**src/rtl/gpio_bank_pkg.sv**
```systemverilog
package gpio_bank_pkg;
  localparam int unsigned DATA_W = 32;
  localparam int unsigned ADDR_W = 12;

  localparam logic [ADDR_W-1:0] OFS_REV  = 12'h000;
  localparam logic [ADDR_W-1:0] OFS_DIR  = 12'h134;
  localparam logic [ADDR_W-1:0] OFS_DIN  = 12'h138;
  localparam logic [ADDR_W-1:0] OFS_DOUT = 12'h13C;
  localparam logic [ADDR_W-1:0] OFS_CLR  = 12'h190;
  localparam logic [ADDR_W-1:0] OFS_SET  = 12'h194;

  localparam logic [DATA_W-1:0] REV_ID = 32'h5060_0801;

  typedef enum logic [2:0] {
    SEL_NONE,
    SEL_REV,
    SEL_DIR,
    SEL_DIN,
    SEL_DOUT,
    SEL_CLR,
    SEL_SET
  } reg_sel_e;

  typedef struct packed {
    logic wr_dir;
    logic wr_dout;
    logic wr_set;
    logic wr_clr;
  } wr_ctl_t;
endpackage

```
**src/rtl/gpio_addr_dec.sv**
```systemverilog
module gpio_addr_dec
  import gpio_bank_pkg::*;
(
  input  logic [ADDR_W-1:0] addr_i,
  input  logic              wr_i,
  output reg_sel_e          sel_o,
  output wr_ctl_t           wctl_o
);
  always_comb begin
    unique case (addr_i)
      OFS_REV:  sel_o = SEL_REV;
      OFS_DIR:  sel_o = SEL_DIR;
      OFS_DIN:  sel_o = SEL_DIN;
      OFS_DOUT: sel_o = SEL_DOUT;
      OFS_CLR:  sel_o = SEL_CLR;
      OFS_SET:  sel_o = SEL_SET;
      default:  sel_o = SEL_NONE;
    endcase
  end

  // only writable targets produce strobes; RO and unmapped drop the write
  always_comb begin
    wctl_o         = '0;
    wctl_o.wr_dir  = wr_i && (sel_o == SEL_DIR);
    wctl_o.wr_dout = wr_i && (sel_o == SEL_DOUT);
    wctl_o.wr_set  = wr_i && (sel_o == SEL_SET);
    wctl_o.wr_clr  = wr_i && (sel_o == SEL_CLR);
  end
endmodule

```
**src/rtl/gpio_in_sync.sv**
```systemverilog
module gpio_in_sync #(
  parameter int unsigned WIDTH  = 32,
  parameter int unsigned STAGES = 2
) (
  input  logic             clk_i,
  input  logic             rst_ni,
  input  logic [WIDTH-1:0] d_i,
  output logic [WIDTH-1:0] q_o
);
  localparam int unsigned LAST = STAGES - 1;

  logic [STAGES-1:0][WIDTH-1:0] stage_q;

  always_ff @(posedge clk_i or negedge rst_ni) begin
    if (!rst_ni) stage_q[0] <= '0;
    else         stage_q[0] <= d_i;
  end

  for (genvar s = 1; s < STAGES; s++) begin : g_stage
    always_ff @(posedge clk_i or negedge rst_ni) begin
      if (!rst_ni) stage_q[s] <= '0;
      else         stage_q[s] <= stage_q[s-1];
    end
  end

  assign q_o = stage_q[LAST];
endmodule

```
**src/rtl/gpio_out_regs.sv**
```systemverilog
module gpio_out_regs
  import gpio_bank_pkg::*;
#(
  parameter int unsigned NUM_PINS = 32
) (
  input  logic                clk_i,
  input  logic                rst_ni,
  input  wr_ctl_t             wctl_i,
  input  logic [NUM_PINS-1:0] wdata_i,
  output logic [NUM_PINS-1:0] dir_o,
  output logic [NUM_PINS-1:0] dout_o
);
  always_ff @(posedge clk_i or negedge rst_ni) begin
    if (!rst_ni)            dir_o <= '1;
    else if (wctl_i.wr_dir) dir_o <= wdata_i;
  end

  // per-bit update; set and clear touch only their one-bits
  for (genvar p = 0; p < NUM_PINS; p++) begin : g_pin
    always_ff @(posedge clk_i or negedge rst_ni) begin
      if (!rst_ni)                             dout_o[p] <= 1'b0;
      else if (wctl_i.wr_dout)                 dout_o[p] <= wdata_i[p];
      else if (wctl_i.wr_set && wdata_i[p])    dout_o[p] <= 1'b1;
      else if (wctl_i.wr_clr && wdata_i[p])    dout_o[p] <= 1'b0;
    end
  end
endmodule

```
**src/rtl/gpio_rd_port.sv**
```systemverilog
module gpio_rd_port
  import gpio_bank_pkg::*;
#(
  parameter int unsigned NUM_PINS = 32
) (
  input  logic                clk_i,
  input  logic                rst_ni,
  input  logic                rd_i,
  input  reg_sel_e            sel_i,
  input  logic [NUM_PINS-1:0] dir_i,
  input  logic [NUM_PINS-1:0] dout_i,
  input  logic [NUM_PINS-1:0] din_i,
  output logic [DATA_W-1:0]   rdata_o,
  output logic                rvalid_o
);
  logic [DATA_W-1:0] mux_d;

  always_comb begin
    mux_d = '0;
    unique case (sel_i)
      SEL_REV:  mux_d = REV_ID;
      SEL_DIR:  mux_d[NUM_PINS-1:0] = dir_i;
      SEL_DIN:  mux_d[NUM_PINS-1:0] = din_i;
      SEL_DOUT: mux_d[NUM_PINS-1:0] = dout_i;
      default:  mux_d = '0;
    endcase
  end

  always_ff @(posedge clk_i or negedge rst_ni) begin
    if (!rst_ni) begin
      rdata_o  <= '0;
      rvalid_o <= 1'b0;
    end else begin
      rvalid_o <= rd_i;
      rdata_o  <= rd_i ? mux_d : '0;
    end
  end
endmodule

```
**src/rtl/gpio_bank_regs.sv**
```systemverilog
module gpio_bank_regs
  import gpio_bank_pkg::*;
#(
  parameter int unsigned NUM_PINS    = 32,
  parameter int unsigned SYNC_STAGES = 2
) (
  input  logic                clk_i,
  input  logic                rst_ni,
  input  logic [ADDR_W-1:0]   addr_i,
  input  logic                wr_i,
  input  logic [DATA_W-1:0]   wdata_i,
  input  logic                rd_i,
  output logic [DATA_W-1:0]   rdata_o,
  output logic                rvalid_o,
  input  logic [NUM_PINS-1:0] pin_in_i,
  output logic [NUM_PINS-1:0] pin_out_o,
  output logic [NUM_PINS-1:0] pin_oe_o
);
  reg_sel_e            sel;
  wr_ctl_t             wctl;
  logic [NUM_PINS-1:0] dir_q;
  logic [NUM_PINS-1:0] dout_q;
  logic [NUM_PINS-1:0] din_q;

  gpio_addr_dec u_dec (
    .addr_i (addr_i),
    .wr_i   (wr_i),
    .sel_o  (sel),
    .wctl_o (wctl)
  );

  gpio_out_regs #(.NUM_PINS(NUM_PINS)) u_out (
    .clk_i   (clk_i),
    .rst_ni  (rst_ni),
    .wctl_i  (wctl),
    .wdata_i (wdata_i[NUM_PINS-1:0]),
    .dir_o   (dir_q),
    .dout_o  (dout_q)
  );

  gpio_in_sync #(.WIDTH(NUM_PINS), .STAGES(SYNC_STAGES)) u_sync (
    .clk_i  (clk_i),
    .rst_ni (rst_ni),
    .d_i    (pin_in_i),
    .q_o    (din_q)
  );

  gpio_rd_port #(.NUM_PINS(NUM_PINS)) u_rd (
    .clk_i    (clk_i),
    .rst_ni   (rst_ni),
    .rd_i     (rd_i),
    .sel_i    (sel),
    .dir_i    (dir_q),
    .dout_i   (dout_q),
    .din_i    (din_q),
    .rdata_o  (rdata_o),
    .rvalid_o (rvalid_o)
  );

  assign pin_out_o = dout_q;
  assign pin_oe_o  = ~dir_q;
endmodule

```
**config.mk**
```make
export PLATFORM = sky130hd
export DESIGN_NAME = gpio_bank_regs
export DESIGN_NICKNAME = d
export VERILOG_FILES = /design/src/rtl/gpio_bank_pkg.sv /design/src/rtl/gpio_addr_dec.sv /design/src/rtl/gpio_in_sync.sv /design/src/rtl/gpio_out_regs.sv /design/src/rtl/gpio_rd_port.sv /design/src/rtl/gpio_bank_regs.sv
export SDC_FILE = /design/constraint.sdc
export NUM_CORES = 1
export LEC_CHECK = 0
export ABC_AREA = 1
export BUFFER_PORTS_ARGS = -buffer_cell sky130_fd_sc_hd__buf_2
export CORE_AREA = 2 2 98 147
export CTS_CLUSTER_SIZE = 25
export DETAILED_ROUTE_END_ITERATION = 10
export DIE_AREA = 0 0 100 149
export GPL_TIMING_DRIVEN = 1
export PLACE_DENSITY = 0.76
export RECOVER_POWER = 100
export SYNTH_ARGS = -nofsm -noshare
export SYNTH_HDL_FRONTEND = slang
export SYNTH_SLANG_ARGS = --single-unit
export TNS_END_PERCENT = 1
```
**constraint.sdc**
```tcl
create_clock -name clk_i -period 0.9 [get_ports clk_i]
set_input_delay 0.18 -clock clk_i [delete_from_list [all_inputs] [get_ports clk_i]]
set_output_delay 0.18 -clock clk_i [all_outputs]
set_load 0.05 [all_outputs]
```
==> impl_metrics.env, run 1 <==
export IMPL_critPathArrivalTime_ns=1.17
export IMPL_cellLeakagePower_nw=5.250
export IMPL_rsz0062_at_grt="yes"
export IMPL_end_kind="primary output"
export IMPL_worstPathBufferInverterCount=2
export IMPL_grt_overflow=0
export IMPL_slew_violations=0
export IMPL_ctsHtreeMaxLevel=4
export IMPL_startpoint_type="register"
export IMPL_setup_viol=339
export IMPL_ant_nets=0
export IMPL_crit_type="reg -> out"
export IMPL_finalNonFillerCells=1219
export IMPL_drt_vias_per_instance=5.803
export IMPL_p_clk_share_pct=46.9
export IMPL_die_y_um=149
export IMPL_slowest_delay_ns=0.55
export IMPL_clk_pin_slew_ns=0.07
export IMPL_drt_iter0_markers=606
export IMPL_violations="setup timing"
export IMPL_ys_warn_count=0
export IMPL_avgSynthCellArea_um2=8.915
export IMPL_antenna_cells=0
export IMPL_cts_tree="yes"
export IMPL_hold_viol_final=0
export IMPL_cp_required_ns=0.72
export IMPL_p_sw_mw=3.683
export IMPL_fin_worst_skew_ns=0.007417
export IMPL_seqPwrFrac_pct=46.4
export IMPL_num_io_pins=177
export IMPL_grt_pass1_vias=7028
export IMPL_yosys_area_top_type="dfrtp_1"
export IMPL_syn_inst=797
export IMPL_ys_types=22
export IMPL_p_int_mw=12.46
export IMPL_clock_insertion_delay_worst_skew_ns=0.42
export IMPL_synth_top_family_by_area="simple AND/OR/NAND/NOR gates"
export IMPL_synth_area_leaders="dfrtp_1 (45%), dfstp_2 (12%), nand4_1 (11%)"
export IMPL_cts_buffer_depth=2
export IMPL_wl_per_cell_um=18.63
export IMPL_place_area_mm2=0.008750
export IMPL_irDropWorstVdd_v=0.001208
export IMPL_combinationalPowerShare_pct=6.7
export IMPL_fp_dieW_um=100
export IMPL_drc=0
export IMPL_synth_top_cell_area_share_pct=45.43
export IMPL_post_place_ws_ns=-0.5721
export IMPL_rows=53
export IMPL_postLayoutSetupSlackWorst_ns=-0.4509
export IMPL_totalWireLength_mm=22.71
export IMPL_grt_pass1_wl_mm=35.40
export IMPL_clock_tree_root_cell="clkbuf_16"
export IMPL_post_place_cells=1148
export IMPL_dr_pass1_iters=5
export IMPL_syn_area_mm2=0.007106
export IMPL_worst_pin_slew_ns=0.6898
export IMPL_grt_start_max_net_pins=65
export IMPL_synth_compound_area_share_pct=2.324
export IMPL_nets=1121
export IMPL_place_hpwl_mm=13.91
export IMPL_hold_class="in -> reg"
export IMPL_place_congestion=0.8294
export IMPL_numCtsBuffers=17
export IMPL_final_area_mm2=0.01044
export IMPL_cts_sinks=161
export IMPL_relSlewSlack_pct=54.01
export IMPL_die_area_mm2=0.01490
export IMPL_crit_slowest_cell="dfstp_2"
export IMPL_ys_ff_latch=161
export IMPL_r2r_slack_ns=-0.10
export IMPL_drv_cap=0
export IMPL_synthAdderAreaFrac_pct=0
export IMPL_synth_fp_nets=877
export IMPL_timing_critical_path_fanout_max=2
export IMPL_holdWs_ns=0.02611
export IMPL_fmax_mhz=740.2
export IMPL_initial_utilization_pct=51.51
export IMPL_power_density_mw_per_mm2=1546
export IMPL_drive_gt1_share_pct=36.34
export IMPL_io_buffers=176
export IMPL_path_cells="inv_2 > buf_6"
export IMPL_antenna_found_initial=0
export IMPL_core_area_mm2=0.01379
export IMPL_fin_crit_sh_pct=150.1
export IMPL_synthSimpleGateAreaFrac_pct=31.15
export IMPL_status="finished with violations"
export IMPL_fin_tns_setup_ns=-45.02
export IMPL_grtUsageTotal_pct=30.83
export IMPL_via_count=7074
export IMPL_min_period_ns=1.351
export IMPL_sw_frac_of_total_pct=22.81
export IMPL_area_growth_pct=46.95
export IMPL_crit_family="flip-flops"
export IMPL_yosysSeqAreaShare_pct=57.26
export IMPL_synth_mux_area_share_pct=0
export IMPL_synthXorXnorAreaFrac_pct=0
-- cell usage in the layout (no fill, tap or decap), types with 23 or more instances in the layout --
| master | instances |
|---|---|
| inv_1 | 56 |
| nand2_1 | 109 |
| buf_2 | 73 |
| buf_4 | 49 |
| nand3_1 | 68 |
| a21oi_1 | 29 |
| dfrtp_1 | 129 |
| dlygate4sd3_1 | 34 |
| nor2_1 | 109 |
| nand4_1 | 130 |
| buf_6 | 98 |
| dfstp_2 | 32 |
| buf_12 | 23 |
| inv_2 | 33 |
-- registers in the layout (all words and copies together) (netlist names) --
register	count
u_sync.stage_q	32
u_rd.rvalid_o	1
u_sync.q_o	32
u_rd.rdata_o	32
u_out.dout_o	32
u_out.dir_o	32
-- path summary, 6_finish.rpt --
| kind | cells after the start | startpoint | end |
|---|---|---|---|
| max reg2reg | 5 | u_out.dir_o[9]$_DFFE_PN1P_ | u_rd.rdata_o[9]$_DFF_PN0_ |
| max | 2 | u_out.dir_o[25]$_DFFE_PN1P_ | pin_oe_o[25] |
| min | 3 | wdata_i[27] | u_out.dir_o[27]$_DFFE_PN1P_ |
| min reg2reg | 0 | u_sync.stage_q[27]$_DFF_PN0_ | u_sync.q_o[27]$_DFF_PN0_ |
| max in group asynchronous | 3 | rst_ni | u_out.dir_o[22]$_DFFE_PN1P_ |
| min in group asynchronous | 2 | rst_ni | u_sync.stage_q[6]$_DFF_PN0_ |
-- through the flow --
stage / total power [mW] / util [%]
after floorplan: 7.867 / -
after global placement: 8.491 / 63.43
after detailed placement: 8.513 / 63.43
after CTS: 16.16 / 75.37
after global routing: 16.60 / 75.70
final: 16.14 / 75.70
-- metal layers --
metal | vias up | wire [um] | GRT usage [%] | part of all wire, %
li1 | 3145 | - | - | -
met4 | 0 | 1172 | 17.47 | 5.2
met1 | 3383 | 8143 | 36.29 | 36
met2 | 443 | 11670 | 52.09 | 51
met5 | - | 0 | 0 | 0
met3 | 103 | 1730 | 6.467 | 7.6
-- power groups by stage --
stage	Sequential (mW)	Clock (mW)	Combinational, mW
2_1_floorplan	7.63	0	0.233
3_3_place_gp	7.60	0	0.895
3_5_place_dp	7.60	0	0.911
4_1_cts	7.48	7.62	1.07
5_1_grt	7.49	7.95	1.16
6_report	7.48	7.57	1.08
-- Yosys cell counts (all sizes together) --
library cell	count
clkbuf	8
inv	89
nand3b	1
nand3	75
nand2	113
and2	1
nor2	135
buf	49
dfrtp	129
o21ai	1
a21oi	32
dfstp	32
nor3	2
nand4	130
-- timing repair --
item / CTS / global route
endpoints found under the setup margin: 193 / 193
pin swaps: 6 / 12
resized for setup: 238 / 17
setup buffers: 5 / 0
hold buffers: 34 / 0
hold endpoints to repair: 165 / 0
-- logic make-up (layout without fill, tap and decap cells) --
group                  Yosys count  count (layout)
buffers and inverters          146             403
DFF                            161             161
AOI/OAI and AO/OA               33              33
and+or+nand+nor                457             457
-- tightest hold or removal path: stages --
cell and delay, ns:
buf_2 0.13, nor2_1 0.10, a21oi_1 0.05
-- cell type report --
type	count	area, um2
sequential	161	4069
clock buffer	21	470.5
clock inverter	11	152.6
fill	901	3352
timing repair buffer	282	2669
multi-input combinational	490	2540
tap	165	206.4
inverter	89	334.1
Note: power is estimated with default switching activity, not from simulation.
==> inputs of run 2 (changes only) <==
--- a/config.mk
+++ b/config.mk
@@ -14,6 +14,7 @@
 export GPL_TIMING_DRIVEN = 1
 export PLACE_DENSITY = 0.76
 export RECOVER_POWER = 100
+export REMOVE_ABC_BUFFERS = 1
 export SYNTH_ARGS = -nofsm -noshare
 export SYNTH_HDL_FRONTEND = slang
 export SYNTH_SLANG_ARGS = --single-unit
==> run 2 against run 1 <==
  * Non-clock buffer count is 11 lower
  * Die area stayed put
  * The run still ends with setup timing left
  * Cell count is 0.90% lower
  * Register-to-register slack worse by 0.06 ns
  * Clock power is 5.4% lower
  * Global-route usage hardly changed
  * Combinational power is 5% lower
  * First-iteration DRC count is 3.3% higher
  * Via count is 2.1% lower
  * Critical path depth stayed put
  * Maximum frequency is 0.54% lower
  * Worst hold slack worse by 0.0058 ns
==> impl_metrics.env, run 2 (same netlist as run 1, synthesis figures left out) <==
export IMPL_fp_dieW_um=100
export IMPL_drive_gt1_share_pct=34.74
export IMPL_grtUsageTotal_pct=30.78
export IMPL_numCtsBuffers=17
export IMPL_crit_slowest_cell="dfstp_2"
export IMPL_post_place_cells=1136
export IMPL_wl_per_cell_um=18.57
export IMPL_die_y_um=149
export IMPL_ctsHtreeMaxLevel=4
export IMPL_status="finished with violations"
export IMPL_ff2ff_path_depth=5
export IMPL_io_buffers=176
export IMPL_slowest_delay_ns=0.55
export IMPL_grt_use_met1_pct=36.33
export IMPL_drt_iter0_markers=626
export IMPL_power_density_mw_per_mm2=1534
export IMPL_nets=1110
export IMPL_antenna_found_initial=1
export IMPL_via_count=6924
export IMPL_met2_usage_pct=52.09
export IMPL_startpoint_type="register"
export IMPL_fill_cells=920
export IMPL_fin_worst_skew_ns=0.005330
export IMPL_final_cell_mix="nand4_1 (130), dfrtp_1 (129), nor2_1 (118)"
export IMPL_fmax_mhz=736.2
export IMPL_timing_critical_path_fanout_max=2
export IMPL_grt_start_max_net_pins=55
export IMPL_ant_nets=0
export IMPL_cts_sinks=161
export IMPL_violations="setup timing"
export IMPL_dr_pass1_iters=6
export IMPL_min_path_cells=3
export IMPL_finalNonFillerCells=1208
export IMPL_path_cells="inv_2 > buf_8"
export IMPL_cts_tree="yes"
export IMPL_clk_pin_slew_ns=0.06
export IMPL_rows=53
export IMPL_relSlewSlack_pct=72.91
export IMPL_drc=0
export IMPL_final_area_mm2=0.01022
export IMPL_grt_pass1_wl_mm=35.36
export IMPL_core_area_mm2=0.01379
export IMPL_rsz0062_at_grt="yes"
export IMPL_crit_family="flip-flops"
export IMPL_cellLeakagePower_nw=5.184
export IMPL_final_common_cell="nand4_1"
export IMPL_clock_insertion_delay_worst_skew_ns=0.42
export IMPL_power_mw=15.67
export IMPL_place_hpwl_mm=13.19
export IMPL_hold_class="in -> reg"
export IMPL_hold_viol_final=0
export IMPL_die_area_mm2=0.01490
export IMPL_crit_cells=2
export IMPL_place_congestion=0.8358
export IMPL_critPathArrivalTime_ns=1.18
export IMPL_end_kind="primary output"
export IMPL_num_io_pins=177
export IMPL_postLayoutSetupSlackWorst_ns=-0.4583
export IMPL_initial_utilization_pct=51.51
export IMPL_grt_busiest_layer="met2"
export IMPL_cp_required_ns=0.72
export IMPL_drv_cap=0
export IMPL_final_util_pct=74.07
export IMPL_drt_vias_per_instance=5.732
export IMPL_worst_pin_slew_ns=0.4063
export IMPL_irDropWorstVdd_v=0.001212
export IMPL_area_growth_pct=43.79
export IMPL_setup_viol=191
export IMPL_clock_tree_root_cell="clkbuf_16"
export IMPL_use_met3_pct=5.764
export IMPL_crit_type="reg -> out"
export IMPL_fin_crit_sh_pct=150.9
export IMPL_totalWireLength_mm=22.43
export IMPL_slew_violations=0
export IMPL_cts_buffer_depth=2
export IMPL_min_period_ns=1.358
export IMPL_grt_overflow=0
export IMPL_worstPathBufferInverterCount=2
export IMPL_place_area_mm2=0.008566
export IMPL_grt_pass1_vias=7099
-- run 2: cell count changes in the layout (fill, tap and decap cells not counted), sizes merged --
cell,before,now
clkinvlp,3,1
buf,244,232
diode,0,1
clkbuf,25,28
inv,91,90
bufinv,3,2
clkinv,3,4
-- run 2: area by class of cell --
class / count / area (um2) / area share [%]
flip-flops and latches: 161 / 4069 / 39.82
repair buffers: 271 / 2540 / 24.86
multi-input cells: 490 / 2484 / 24.31
clock buffers: 23 / 478.0 / 4.678
inverters: 89 / 334.1 / 3.270
well taps: 165 / 206.4 / 2.021
clock inverters: 8 / 103.9 / 1.016
diodes: 1 / 2.502 / 0.02449
-- run 2: final timing paths --
check,to,slack (ns),from
max in group asynchronous,u_out.dir_o[20]$_DFFE_PN1P_,0.04,rst_ni
max reg2reg,u_rd.rdata_o[26]$_DFF_PN0_,-0.16,u_out.dir_o[26]$_DFFE_PN1P_
min reg2reg,u_sync.q_o[10]$_DFF_PN0_,0.35,u_sync.stage_q[10]$_DFF_PN0_
min,u_out.dir_o[1]$_DFFE_PN1P_,0.02,wdata_i[1]
max,pin_oe_o[26],-0.46,u_out.dir_o[26]$_DFFE_PN1P_
min in group asynchronous,u_sync.q_o[25]$_DFF_PN0_,0.21,rst_ni
-- run 2: timing repair --
item                                    in CTS  in global routing
cloned                                       0                  0
pin swaps                                   26                  8
setup buffers                                4                  2
endpoints found under the setup margin     193                193
hold buffers                                34                  0
gates resized for setup                    239                 13
hold endpoints to repair                   162                  0
-- run 2: worst reg2reg max path, delay by kind of cell (launching register included) --
kind / cells / cell delay [ns]
DFF: 1 / 0.55
buffers and inverters: 1 / 0.11
and+or+nand+nor: 4 / 0.33
-- run 2: per-stage QoR --
step           setup slack, ns  TNS (ns)  hold WS [ns]
5_1_grt                -0.4858    -46.70       0.02243
3_3_place_gp           -0.5211    -47.38       0.01686
4_1_cts                -0.4500    -33.46       0.01069
3_5_place_dp           -0.5705    -51.31       0.01755
6_report               -0.4583    -37.58       0.02028
2_1_floorplan           -4.394   -215.32       -0.1156
-- run 2: power by group --
group | internal, mW | switching, mW | leakage, nW
clock network | 4.30 | 2.86 | 0.284
registers | 7.42 | 0.0636 | 1.99
logic | 0.396 | 0.631 | 2.91
-- run 2: metal layers --
layer | vias to the layer above | share of wire (%)
li1 | 3114 | -
met1 | 3301 | 35
met2 | 424 | 53
met3 | 85 | 7.3
met4 | 0 | 4.8
met5 | - | 0
==> inputs of run 3 (changes only) <==
--- a/config.mk
+++ b/config.mk
@@ -5,14 +5,13 @@
 export SDC_FILE = /design/constraint.sdc
 export NUM_CORES = 1
 export LEC_CHECK = 0
-export ABC_AREA = 1
 export BUFFER_PORTS_ARGS = -buffer_cell sky130_fd_sc_hd__buf_2
-export CORE_AREA = 2 2 98 147
+export CORE_AREA = 2 2 93 140
 export CTS_CLUSTER_SIZE = 25
 export DETAILED_ROUTE_END_ITERATION = 10
-export DIE_AREA = 0 0 100 149
+export DIE_AREA = 0 0 95 142
 export GPL_TIMING_DRIVEN = 1
-export PLACE_DENSITY = 0.76
+export PLACE_DENSITY = 0.75
 export RECOVER_POWER = 100
 export REMOVE_ABC_BUFFERS = 1
 export SYNTH_ARGS = -nofsm -noshare
==> run 3 against run 2 <==
  * Utilization grew 1.7 points
  * First-iteration DRC count shrank 57%
  * Area after synthesis shrank 14%
  * Critical path depth grew 1
  * The flow still finishes with violations (setup timing)
  * Worst hold slack lost 0.0085 ns
  * Synthesized cell count shrank 41%
  * Highest routed layer unchanged
  * Wire length shrank 16%
  * Sequential share of layout area grew 3.8 points
==> impl_metrics.env, run 3 <==
export IMPL_grt_pass1_vias=5469
export IMPL_rsz0062_at_grt="yes"
export IMPL_ff2ff_path_depth=4
export IMPL_drt_vias_per_instance=5.621
export IMPL_cts_sinks=161
export IMPL_cp_required_ns=0.72
export IMPL_yosysSeqAreaShare_pct=66.46
export IMPL_drv_cap=0
export IMPL_fmax_mhz=709.5
export IMPL_ys_ff_latch=161
export IMPL_drt_iter0_markers=271
export IMPL_post_place_ws_ns=-0.8697
export IMPL_hold_class="in -> reg"
export IMPL_crit_type="reg -> out"
export IMPL_ant_nets=0
export IMPL_clk_pin_slew_ns=0.06
export IMPL_ctsHtreeMaxLevel=4
export IMPL_fin_worst_skew_ns=0.01403
export IMPL_power_mw=15.45
export IMPL_yosys_area_top_type="dfrtp_1"
export IMPL_power_density_mw_per_mm2=1655
export IMPL_min_path_cells=2
export IMPL_rows=50
export IMPL_nets=804
export IMPL_setup_viol=194
export IMPL_post_synth_top_count_cell="dfrtp_1"
export IMPL_cts_buffer_depth=2
export IMPL_via_count=5031
export IMPL_clock_insertion_delay_worst_skew_ns=0.42
export IMPL_ys_async_sr_fraction_pct=100.0
export IMPL_fp_dieW_um=95
export IMPL_antenna_found_initial=1
export IMPL_area_growth_pct=52.54
export IMPL_postLayoutSetupSlackWorst_ns=-0.5095
export IMPL_clock_tree_root_cell="clkbuf_16"
export IMPL_grt_start_max_net_pins=32
export IMPL_numCtsBuffers=17
export IMPL_post_place_cells=826
export IMPL_final_common_cell="dfrtp_1"
export IMPL_final_area_mm2=0.009339
export IMPL_cellLeakagePower_nw=4.210
export IMPL_place_area_mm2=0.007624
export IMPL_place_congestion=0.8964
export IMPL_num_io_pins=177
export IMPL_violations="setup timing"
export IMPL_ys_flop_type="dfrtp_1"
export IMPL_relSlewSlack_pct=68.48
export IMPL_hold_viol_final=0
export IMPL_initial_utilization_pct=49.68
export IMPL_synth_edf_count=0
export IMPL_fin_crit_sh_pct=156.6
export IMPL_worst_pin_slew_ns=0.4727
export IMPL_critPathArrivalTime_ns=1.23
export IMPL_startpoint_type="register"
export IMPL_core_area_mm2=0.01232
export IMPL_grtUsageTotal_pct=28.45
export IMPL_fill_cells=715
export IMPL_wl_per_cell_um=21.14
export IMPL_io_buffers=176
export IMPL_slew_violations=0
export IMPL_final_util_pct=75.78
export IMPL_drive_gt1_share_pct=50.61
export IMPL_place_hpwl_mm=11.40
export IMPL_synth_area_leaders="dfrtp_1 (53%), dfstp_2 (14%), mux2_1 (5.9%)"
export IMPL_irDropWorstVdd_v=0.001207
export IMPL_die_y_um=142
export IMPL_min_period_ns=1.409
export IMPL_cts_tree="yes"
export IMPL_die_area_mm2=0.01349
export IMPL_drc=0
export IMPL_finalNonFillerCells=895
export IMPL_synth_top_cell_area_share_pct=52.73
export IMPL_final_cell_mix="dfrtp_1 (128), buf_6 (113), buf_2 (73)"
export IMPL_status="finished with violations"
export IMPL_avgSynthCellArea_um2=12.97
export IMPL_grt_overflow=0
export IMPL_dr_pass1_iters=5
export IMPL_ys_types=35
export IMPL_grt_pass1_wl_mm=28.52
export IMPL_timing_critical_path_fanout_max=2
export IMPL_end_kind="primary output"
export IMPL_syn_inst=472
export IMPL_totalWireLength_mm=18.92
export IMPL_syn_area_mm2=0.006122
export IMPL_ys_warn_count=0
[run 3: power breakdown]
part           switching [mW]  internal [mW]
clock network            2.80           4.02
logic                   0.640          0.500
registers              0.0738           7.42
[run 3: cell families (layout without fill, tap and decap cells)]
group | after synthesis | in the layout | synth area share, %
muxes | 38 | 38 | 6.990
AOI/OAI and AO/OA | 131 | 131 | 15.51
buffers and inverters | 64 | 329 | 4.537
other | 0 | 2 | 0
and+or+nand+nor | 78 | 78 | 6.499
DFF | 161 | 161 | 66.46
[run 3: per-layer routing]
| layer | vias to the layer above | track usage [%] | part of all wire, % |
|---|---|---|---|
| met4 | 0 | 17.01 | 5.1 |
| li1 | 2187 | - | - |
| met3 | 66 | 5.508 | 4.3 |
| met2 | 239 | 49.53 | 55 |
| met1 | 2539 | 31.70 | 36 |
| met5 | - | 0 | 0 |
[run 3: worst paths after layout]
kind,start,endpoint,slack [ns]
worst max-delay path,u_out.dir_o[30]$_DFFE_PN1P_,pin_oe_o[30],-0.51
worst min-delay path,wdata_i[24],u_out.dout_o[24]$_DFFE_PN0P_,0.01
worst min register to register,u_sync.stage_q[30]$_DFF_PN0_,u_sync.q_o[30]$_DFF_PN0_,0.33
min in group asynchronous,rst_ni,u_out.dout_o[4]$_DFFE_PN0P_,0.29
max in group asynchronous,rst_ni,u_out.dir_o[20]$_DFFE_PN1P_,0
worst max register to register,u_out.dout_o[11]$_DFFE_PN0P_,u_rd.rdata_o[11]$_DFF_PN0_,-0.28
[run 3: final cells by class]
class                   count  area, um2  area share, %
well taps                 156      195.2          2.090
flip-flops and latches    161       4070          43.58
clock inverters             9      82.58         0.8842
diodes                      2      5.005        0.05359
clock buffers              23      478.0          5.118
repair buffers            265       2434          26.06
multi-input cells         247       1954          20.93
inverters                  32      120.1          1.286
[run 3: critical path, stage by stage (launching register included)]
cell	delay, ns
dfstp_2	0.54
buf_6	0.10
inv_2	0.03
buf_6	0.14
[run 3: timing repair]
item	CTS	global route
setup endpoints to repair	193	193
buffers inserted	1	0
hold buffers	34	0
gates resized for setup	254	37
pin swaps	12	3
endpoints found under the hold margin	165	0
[run 3: through the flow]
| stage | hold slack (ns) | TNS (ns) |
|---|---|---|
| 2_1_floorplan | -0.1156 | -116.13 |
| 3_3_place_gp | 0.08346 | -75.35 |
| 3_5_place_dp | 0.08453 | -78.22 |
| 4_1_cts | 0.004244 | -59.71 |
| 5_1_grt | 0.009716 | -71.31 |
| 6_report | 0.01177 | -61.19 |
